==> src/rtl/gdb_pkg.sv <==
package gdb_pkg;
    typedef enum logic [1:0] {
        FK_PASS      = 2'b00,
        FK_FAST_FALL = 2'b01,
        FK_FAST_RISE = 2'b10,
        FK_BOTH      = 2'b11
    } filt_kind_e;

    typedef enum logic [1:0] {
        S_LOW       = 2'b00,
        S_RISE_WAIT = 2'b01,
        S_HIGH      = 2'b10,
        S_FALL_WAIT = 2'b11
    } dbs_state_e;
endpackage

==> src/rtl/gdb_span_calc.sv <==
module gdb_span_calc #(
    parameter int CNT_W  = 4,
    parameter int UNIT_0 = 2,
    parameter int UNIT_1 = 8,
    parameter int UNIT_2 = 512,
    parameter int UNIT_3 = 2048,
    parameter int SPAN_W = 16
) (
    input  logic [CNT_W-1:0]  count,
    input  logic [1:0]        unit_sel,
    output logic [SPAN_W-1:0] span
);
    logic [SPAN_W-1:0] unit_tab [4];
    logic [SPAN_W-1:0] mult;

    for (genvar g = 0; g < 4; g++) begin : g_unit
        localparam int U = (g == 0) ? UNIT_0 : (g == 1) ? UNIT_1 :
                           (g == 2) ? UNIT_2 : UNIT_3;
        assign unit_tab[g] = SPAN_W'(U);
    end

    always_comb begin
        mult = (count == '0) ? SPAN_W'(1) : SPAN_W'(count);
        span = mult * unit_tab[unit_sel];
    end
endmodule

==> src/rtl/gdb_tick_timer.sv <==
module gdb_tick_timer #(
    parameter int SPAN_W = 16
) (
    input  logic              clk,
    input  logic              rst_n,
    input  logic              clear,
    input  logic              step,
    input  logic [SPAN_W-1:0] target,
    output logic              expire
);
    logic [SPAN_W-1:0] cnt_q;
    logic [SPAN_W-1:0] cnt_inc;

    always_comb begin
        cnt_inc = cnt_q + SPAN_W'(1);
        expire  = step && (cnt_inc >= target);
    end

    always_ff @(posedge clk or negedge rst_n) begin
        if (!rst_n)     cnt_q <= '0;
        else if (clear) cnt_q <= '0;
        else if (step)  cnt_q <= cnt_inc;
    end
endmodule

==> src/rtl/gpio_debounce_filter.sv <==
module gpio_debounce_filter
    import gdb_pkg::*;
#(
    parameter int CNT_W        = 4,
    parameter int UNIT_TICKS_0 = 2,
    parameter int UNIT_TICKS_1 = 8,
    parameter int UNIT_TICKS_2 = 512,
    parameter int UNIT_TICKS_3 = 2048
) (
    input  logic             clk,
    input  logic             rst_n,
    input  logic             ref_tick,
    input  logic             pin_in,
    input  logic [1:0]       filt_kind,
    input  logic [1:0]       unit_sel,
    input  logic [CNT_W-1:0] db_count,
    output logic             pin_out
);
    localparam int MAX_A    = (UNIT_TICKS_0 > UNIT_TICKS_1) ? UNIT_TICKS_0 : UNIT_TICKS_1;
    localparam int MAX_B    = (UNIT_TICKS_2 > UNIT_TICKS_3) ? UNIT_TICKS_2 : UNIT_TICKS_3;
    localparam int MAX_UNIT = (MAX_A > MAX_B) ? MAX_A : MAX_B;
    localparam int MAX_SPAN = MAX_UNIT * ((2 ** CNT_W) - 1);
    localparam int SPAN_W   = $clog2(MAX_SPAN + 1) + 1;

    dbs_state_e        state_q, state_d;
    filt_kind_e        kind;
    logic              level, waiting, fast_rise, fast_fall;
    logic              differs, tmr_step, tmr_clear, expire;
    logic [SPAN_W-1:0] span;

    gdb_span_calc #(
        .CNT_W (CNT_W), .UNIT_0(UNIT_TICKS_0), .UNIT_1(UNIT_TICKS_1),
        .UNIT_2(UNIT_TICKS_2), .UNIT_3(UNIT_TICKS_3), .SPAN_W(SPAN_W)
    ) u_span (
        .count   (db_count),
        .unit_sel(unit_sel),
        .span    (span)
    );

    gdb_tick_timer #(.SPAN_W(SPAN_W)) u_timer (
        .clk   (clk),
        .rst_n (rst_n),
        .clear (tmr_clear),
        .step  (tmr_step),
        .target(span),
        .expire(expire)
    );

    always_comb begin
        kind      = filt_kind_e'(filt_kind);
        level     = (state_q == S_HIGH) || (state_q == S_FALL_WAIT);
        waiting   = (state_q == S_RISE_WAIT) || (state_q == S_FALL_WAIT);
        fast_rise = (kind == FK_FAST_RISE);
        fast_fall = (kind == FK_FAST_FALL);
        differs   = (pin_in != level);
        tmr_step  = waiting && differs && ref_tick;
        tmr_clear = !(waiting && differs);
    end

    // state register
    always_ff @(posedge clk or negedge rst_n) begin
        if (!rst_n) state_q <= S_LOW;
        else        state_q <= state_d;
    end

    // next state
    always_comb begin
        state_d = state_q;
        if (kind == FK_PASS) begin
            state_d = pin_in ? S_HIGH : S_LOW;
        end else begin
            unique case (state_q)
                S_LOW: begin
                    if (pin_in) state_d = fast_rise ? S_HIGH : S_RISE_WAIT;
                end
                S_RISE_WAIT: begin
                    if (!pin_in)                 state_d = S_LOW;
                    else if (fast_rise || expire) state_d = S_HIGH;
                end
                S_HIGH: begin
                    if (!pin_in) state_d = fast_fall ? S_LOW : S_FALL_WAIT;
                end
                S_FALL_WAIT: begin
                    if (pin_in)                  state_d = S_HIGH;
                    else if (fast_fall || expire) state_d = S_LOW;
                end
            endcase
        end
    end

    // output
    always_comb begin
        pin_out = (kind == FK_PASS) ? pin_in : level;
    end
endmodule

==> config.mk <==
export PLATFORM = sky130hd
export DESIGN_NAME = gpio_debounce_filter
export DESIGN_NICKNAME = d
export VERILOG_FILES = /design/src/rtl/gdb_pkg.sv /design/src/rtl/gdb_span_calc.sv /design/src/rtl/gdb_tick_timer.sv /design/src/rtl/gpio_debounce_filter.sv
export SDC_FILE = /design/constraint.sdc
export NUM_CORES = 1
export LEC_CHECK = 0
export ABC_CLOCK_PERIOD_IN_PS = 5900
export BUFFER_PORTS_ARGS = -buffer_cell sky130_fd_sc_hd__buf_2
export CAP_MARGIN = 20
export CELL_PAD_IN_SITES_DETAIL_PLACEMENT = 1
export CELL_PAD_IN_SITES_GLOBAL_PLACEMENT = 2
export CORE_ASPECT_RATIO = 0.7
export CORE_UTILIZATION = 40
export DETAILED_ROUTE_END_ITERATION = 10
export PLACE_DENSITY_LB_ADDON = 0.1
export SLEW_MARGIN = 20
export SYNTH_ARGS = -nofsm -noshare
export SYNTH_HDL_FRONTEND = slang
export SYNTH_SLANG_ARGS = --single-unit
==> constraint.sdc <==
create_clock -name clk -period 5.9 [get_ports clk]
set_clock_uncertainty 0.15 [all_clocks]
set_input_delay 0 -clock clk [delete_from_list [all_inputs] [get_ports clk]]
set_output_delay 0 -clock clk [all_outputs]
set_load 0.05 [all_outputs]
==> results of run 1 <==
==> power by group through the flow <==
| stage | registers (mW) | logic (mW) | clock network [mW] |
|---|---|---|---|
| CTS | 0.128 | 0.0507 | 0.0882 |
| detailed placement | 0.130 | 0.0467 | 0 |
| floorplan | 0.129 | 0.0307 | 0 |
| finish | 0.128 | 0.0500 | 0.0850 |
| global route | 0.128 | 0.0574 | 0.0939 |
| global placement | 0.130 | 0.0446 | 0 |
==> stage by stage <==
step,worst slack [ps],utilization (%),cells
floorplan,2880,-,199
global placement,2630,44.9,256
detailed placement,2450,44.9,256
CTS,1910,47.1,264
global route,1520,47.1,264
finish,1950,47.1,264
==> cells in the mapped netlist (5+ instances only) <==
cell type  number  area share [%]
ha_1           27              19
nor2_1         24             5.2
nand2_1        21             4.5
xor2_1         21              11
dfrtp_1        18              26
xnor2_1        10             5.0
inv_1           8             1.7
and2_1          7             2.5
nand4_1         7             2.5
and3_1          6             2.2
nand3_1         5             1.4
nor2b_1         5             1.8
==> worst min path at each step <==
stage | startpoint | endpoint | slack [ps] | cells after the start
4_1_cts | rst_n | u_timer.cnt_q[13] | 60 | 2
2_1_floorplan | rst_n | state_q[0] | -450 | 0
3_3_place_gp | rst_n | u_timer.cnt_q[11] | -200 | 1
6_report | rst_n | u_timer.cnt_q[7] | 60 | 2
3_5_place_dp | rst_n | u_timer.cnt_q[13] | -190 | 1
5_1_grt | rst_n | u_timer.cnt_q[11] | 100 | 2
==> critical path: cells and delay by family (launching register included) <==
kind / cells / cell delay (ps)
DFF: 1 / 480
and+or+nand+nor: 5 / 970
buffers and inverters: 1 / 570
AOI/OAI and AO/OA: 5 / 1020
xor gates and xnor gates: 1 / 150
adders and majority gates: 2 / 540
==> sequential cells by signal (all words and copies together) (netlist names) <==
register,count
state_q,2
u_timer.cnt_q,16
==> cell type report <==
type / instances / area [µm²] / share of cell area (%)
Multi-Input combinational cell: 165 / 1200 / 63.0
Tap cell: 52 / 65.1 / 3.42
Sequential cell: 18 / 450 / 23.7
Timing Repair Buffer: 18 / 118 / 6.18
Inverter: 8 / 30.0 / 1.58
Clock buffer: 3 / 41.3 / 2.17
==> kinds of logic (layout without fill, tap and decap cells) <==
family	Yosys count	after routing
AND/OR/NAND/NOR	84	84
adder cells (fa/ha/maj)	27	27
AO/OA/AOI/OAI	21	21
buffers and inverters	16	29
XOR/XNOR	31	31
multiplexers	2	2
flip-flops	18	18
==> layer usage <==
layer / part of all wire [%] / routed length [µm] / global-route usage [%] / vias up
met5: 0 / 0 / 0 / -
met4: 0.31 / 12 / 2.30 / 0
met3: 1.3 / 51 / 3.84 / 3
met2: 48 / 1860 / 32.4 / 5
met1: 50 / 1960 / 27.2 / 688
li1: - / - / - / 712
==> flow_summary.toml, run 1 <==
[synthesis]
syn_inst = 199
synth-compound-area-share_pct = 7.89
yosys.area_share.simple_pct = 24.7
ys_ff_latch = 18
synthAdderAreaFrac_pct = 19.4
async_flop_share_pct = 100
yosys_most_used_dff = "dfrtp_1"
syn-cell-area_um2 = 1750
syn_nets = 238
syn_avg_cell_area_um2 = 8.77
ys_warn_count = 0
synth_top_family_by_area = "simple AND/OR/NAND/NOR gates"
synth-edff-count = 0
yosysSeqAreaShare_pct = 25.8
yosysUniqueCellTypes = 34
synth_xor_area_share_pct = 15.6
synthMuxAreaShare_pct = 1.22

[cells_and_area]
final_common_cell = "ha_1"
diodes = 0
drive_above_1_share_pct = 10.4
fin_area_um2 = 1900
area_growth_pct = 9.10
fill_cells = 491
final_cell_mix = "27 x ha_1, 24 x nor2_1, 21 x nand2_1, 21 x xor2_1, 18 x dfrtp_1"
fin_nets = 253

[critical_path]
worst_path_max_delay_cell = "dlygate4sd3_1"
r2r_end = "state_q[1]"
crit_path_start = "u_timer.cnt_q[0]"
max_stage_delay_ps = 570
arrival_ps = 3990
crit_path_end_kind = "register"
rrSetupSlack_ps = 1950
setup.worst_path.start_class = "register"
r2r_cells = 14
critical_path_class = "register to register"
worstReg2RegStart = "u_timer.cnt_q[0]"
required_ps = 5940
crit_path_end = "state_q[1]"
crit_chain = "ha_1 > nand3_1 > nor3_2 > and3_1 > nand3_1 > xnor2_1 > ha_1 > nand2_1 > a2111oi_0 > o211ai_1 > a31oi_1 > o21ai_0 > o211ai_1 > dlygate4sd3_1"
path_max_fanout = 6

[sta]
setup_violations = 0
hold_viol = 0
timing.fmax_mhz = 253
whs_ps = 64.2
rsz0062_at_grt = "false"
layout_min_cycle_time_ps = 3950
worstMarginPinSlew_ps = 463
finalSetupTns_ps = 0
period_share_pct = 67.0
slew_violations = 0
slew_headroom_pct = 68.9

[global_route]
grt_use_total_pct = 19.6
antenna_found_initial = 0
overflow = 0
grt_pass1_vias = 1463
grt_max_degree = 19
grt_pass1_wl_um = 6870

[clock_network]
clk_pin_slew_worst_paths_ps = 70
clockRootBuffer = "clkbuf_8"
cts_tree = "yes"
cts.sinks = 18
cts_setup_buffers = 0
cts_buffers = 3
cts_resized = 0
cts_hold_buf = 5
clk_path_buf_depth = 2
cts_max_level = 1
clk_latency_ps = 250

[power]
p_sw_share_pct = 27.2
p_leak_nw = 0.934
totalPowerFinal_mw = 0.263
peakVddDrop_uv = 74.6
pwr-share-seq_pct = 48.6
p_int_mw = 0.191
p_comb_share_pct = 19.0
clkPwrFrac_pct = 32.4
p_sw_mw = 0.0716
power_density_nw_per_um2 = 138

[floorplanning]
initial_utilization_pct = 43.2
rows = 19
die_area_um2 = 4640
core_um2 = 4040
io_pins = 13
die_width_um = 81.0
die_h_um = 57.3

[route]
drtIter0Drc = 77
postRouteAntennaNets = 0
avgViaCountPerCell = 5.33
first_pass_iters = 4
routed_wirelength_um = 3890
wl_per_cell_um = 14.7
vias = 1408
drcViolationCount = 0

[min_path]
hold_class = "input port to async pin"

[job]
drv_cap = 0

[placement]
dpl_cell_area_um2 = 1810
io_buffers = 12
place_congestion = 0.773
place_hpwl_um = 3170

[run_status]
outcome = "completed"
Power figures use the tool's default switching activity.
==> inputs of run 2 (changes only) <==
- ABC_AREA: unset -> 1
- ABC_CLOCK_PERIOD_IN_PS: 5900 -> 3500
- CORE_UTILIZATION: 40 -> 32
- clock period: 5.9 -> 3.5 ns (I/O delays scaled with it)
==> run 2 against run 1 <==
- setup slack worse by 1500 ps
- combinational power grew to 3.6 times the previous value
- maximum frequency is 30% higher
- core utilization is 9.6 points lower
- routed wire length is 2.2% higher
- critical path type unchanged
- largest power group unchanged
- highest routed layer unchanged
==> flow_summary.toml, run 2 <==
[floorplanning]
die_h_um = 63.6
rows = 22
initial_utilization_pct = 33.2
io_pins = 13
die_width_um = 90.1
die_area_um2 = 5730
core_um2 = 5230

[critical_path]
crit_path_start = "u_timer.cnt_q[0]"
setup.worst_path.start_class = "register"
crit_path_end_kind = "register"
cp_common_cell = "nand2_1"
crit_chain = "ha_1 > nand3_1 > nor3_4 > nand3_2 > nor3_2 > inv_1 > nand2_1 > inv_1 > ha_1 > a21o_1 > a21oi_1 > nand2_1 > a21oi_2 > nand2_1 > nand2_1 > nand2_1 > nand2_1 > nand2_2 > nand2_1 > nand2_1 > nand2_1"
worstReg2RegStart = "u_timer.cnt_q[0]"
required_ps = 3550
arrival_ps = 3090
worst_path_max_delay_cell = "dfrtp_1"
critical_path_class = "register to register"
rrSetupSlack_ps = 460
max_stage_delay_ps = 420
path_max_fanout = 5

[sta]
whs_ps = 3.10
period_share_pct = 87.0
setup_violations = 0
hold_viol = 0
layout_min_cycle_time_ps = 3040
worstMarginPinSlew_ps = 494
slew_headroom_pct = 67.0
setup_slack_ps = 456
timing.fmax_mhz = 329
slew_violations = 0
finalSetupTns_ps = 0
rsz0062_at_grt = "false"

[synthesis]
ys_warn_count = 0
async_flop_share_pct = 100
yosys_most_used_dff = "dfrtp_1"
syn_avg_cell_area_um2 = 7.39
syn_nets = 274
syn_inst = 235
synth-edff-count = 0
ys_ff_latch = 18
syn-cell-area_um2 = 1740
synth_area_leader_cell = "dfrtp_1"
yosysMostFrequentCell = "nand2_1"
synth_top_area_share_pct = 25.9
yosysUniqueCellTypes = 35
yosysSeqAreaShare_pct = 25.9
synth_area_leaders = "dfrtp_1 26%, ha_1 19%, nand2_1 12%, inv_1 8.2%, nor2_1 5.0%"
ys_top_cells_by_count = "56 x nand2_1, 38 x inv_1, 27 x ha_1"

[global_route]
grt_max_degree = 19
grt_use_total_pct = 15.4
grt_pass1_wl_um = 6910
antenna_found_initial = 0
grt_pass1_vias = 1441
overflow = 0

[cells_and_area]
drive_above_1_share_pct = 14.6
final_common_cell = "nand2_1"
seq_area_um2 = 450
final_cell_mix = "56 x nand2_1, 38 x inv_1, 27 x ha_1"
multi_input_area_um2 = 1120
largest_registers = "u_timer.cnt_q (16), state_q (2)"
fin_nets = 294
fill_cells = 670
largest_reg_flops = 16
area_growth_pct = 13.1
largest_register = "u_timer.cnt_q"
diodes = 0

[job]
drv_cap = 0

[route]
routed_wirelength_um = 3970
drtIter0Drc = 42
vias = 1461
avgViaCountPerCell = 4.50
wl_per_cell_um = 12.2
first_pass_iters = 4
drcViolationCount = 0
postRouteAntennaNets = 0

[min_path]
hold_start = "filt_kind[0]"
hold_class = "input port to register"

[clock_network]
cts.sinks = 18
cts_max_level = 1
cts_tree = "yes"
clk_path_buf_depth = 2
cts_setup_buffers = 0
clk_latency_ps = 250
clk_pin_slew_worst_paths_ps = 70
cts_buffers = 3
clockRootBuffer = "clkbuf_8"

[placement]
place_congestion = 0.745
io_buffers = 12
place_hpwl_um = 3350
dp_worst_setup_slack_ps = 448

[run_status]
outcome = "completed"

[power]
p_leak_nw = 1.14
power_density_nw_per_um2 = 286
totalPowerFinal_mw = 0.563
peakVddDrop_uv = 199
## run 2: cell types whose count changed in the layout (fill, tap and decap cells not counted), moves of 6 or more
cell	delta
o21ai_1	+7
inv_2	+6
xnor2_1	-7
xor2_1	-13
and2_1	-6
nand2_1	+35
and3_1	-6
inv_1	+30
nand4_1	-6
## run 2: cell type report
| class | instances | share of cell area (%) |
|---|---|---|
| multi-input cells | 172 | 56.9 |
| flip-flops and latches | 18 | 22.9 |
| inverters | 44 | 8.41 |
| repair buffers | 16 | 5.10 |
| well taps | 72 | 4.59 |
| clock buffers | 3 | 2.10 |
## run 2: per-layer routing
| layer | vias up | routed length [µm] | GRT usage, % |
|---|---|---|---|
| li1 | 786 | - | - |
| met2 | 15 | 1460 | 20.7 |
| met5 | - | 0 | 0 |
| met1 | 658 | 2400 | 25.1 |
| met4 | 0 | 17 | 2.42 |
| met3 | 2 | 102 | 2.42 |
## run 2: cell families after synthesis
family / count (synthesis) / share of synthesized area [%]
simple gates: 104 / 28.2
buf+inv: 45 / 9.73
compound gates: 29 / 10.2
fa+ha+maj: 27 / 19.5
flops: 18 / 25.9
xor+xnor: 12 / 6.48
## run 2: where the power goes
group          leakage [nW]  total (mW)  switching, mW  internal, mW
clock                0.0216       0.145         0.0683        0.0764
combinational         0.869       0.182          0.124        0.0578
sequential            0.248       0.236         0.0147         0.222
## run 2: what timing repair did
item | CTS | global route
hold endpoints to repair | 27 | 0
gates resized for setup | 0 | 0
hold buffers | 4 | 0
## run 2: worst paths after layout
| kind | endpoint | depth (start not counted) |
|---|---|---|
| worst max-delay path | state_q[1] | 21 |
| worst min-delay path | state_q[1] | 6 |
| worst max register to register | state_q[1] | 21 |
| worst min register to register | u_timer.cnt_q[15] | 2 |
| max in group asynchronous | state_q[0] | 2 |
| min in group asynchronous | u_timer.cnt_q[15] | 2 |
## run 2: stage by stage
step	instance area [µm²]	instances	util [%]
CTS	1960	325	37.6
floorplan	1740	235	-
global placement	1880	318	36.0
detailed placement	1880	318	36.0
finish	1960	325	37.6
global route	1960	325	37.6
## run 2: worst max-delay path, delay by kind of cell (launching register included)
family	cells	cell delay (ps)
AO/OA/AOI/OAI	3	450
adder cells (fa/ha/maj)	2	500
flip-flops	1	420
buffers and inverters	2	130
AND/OR/NAND/NOR	14	1350
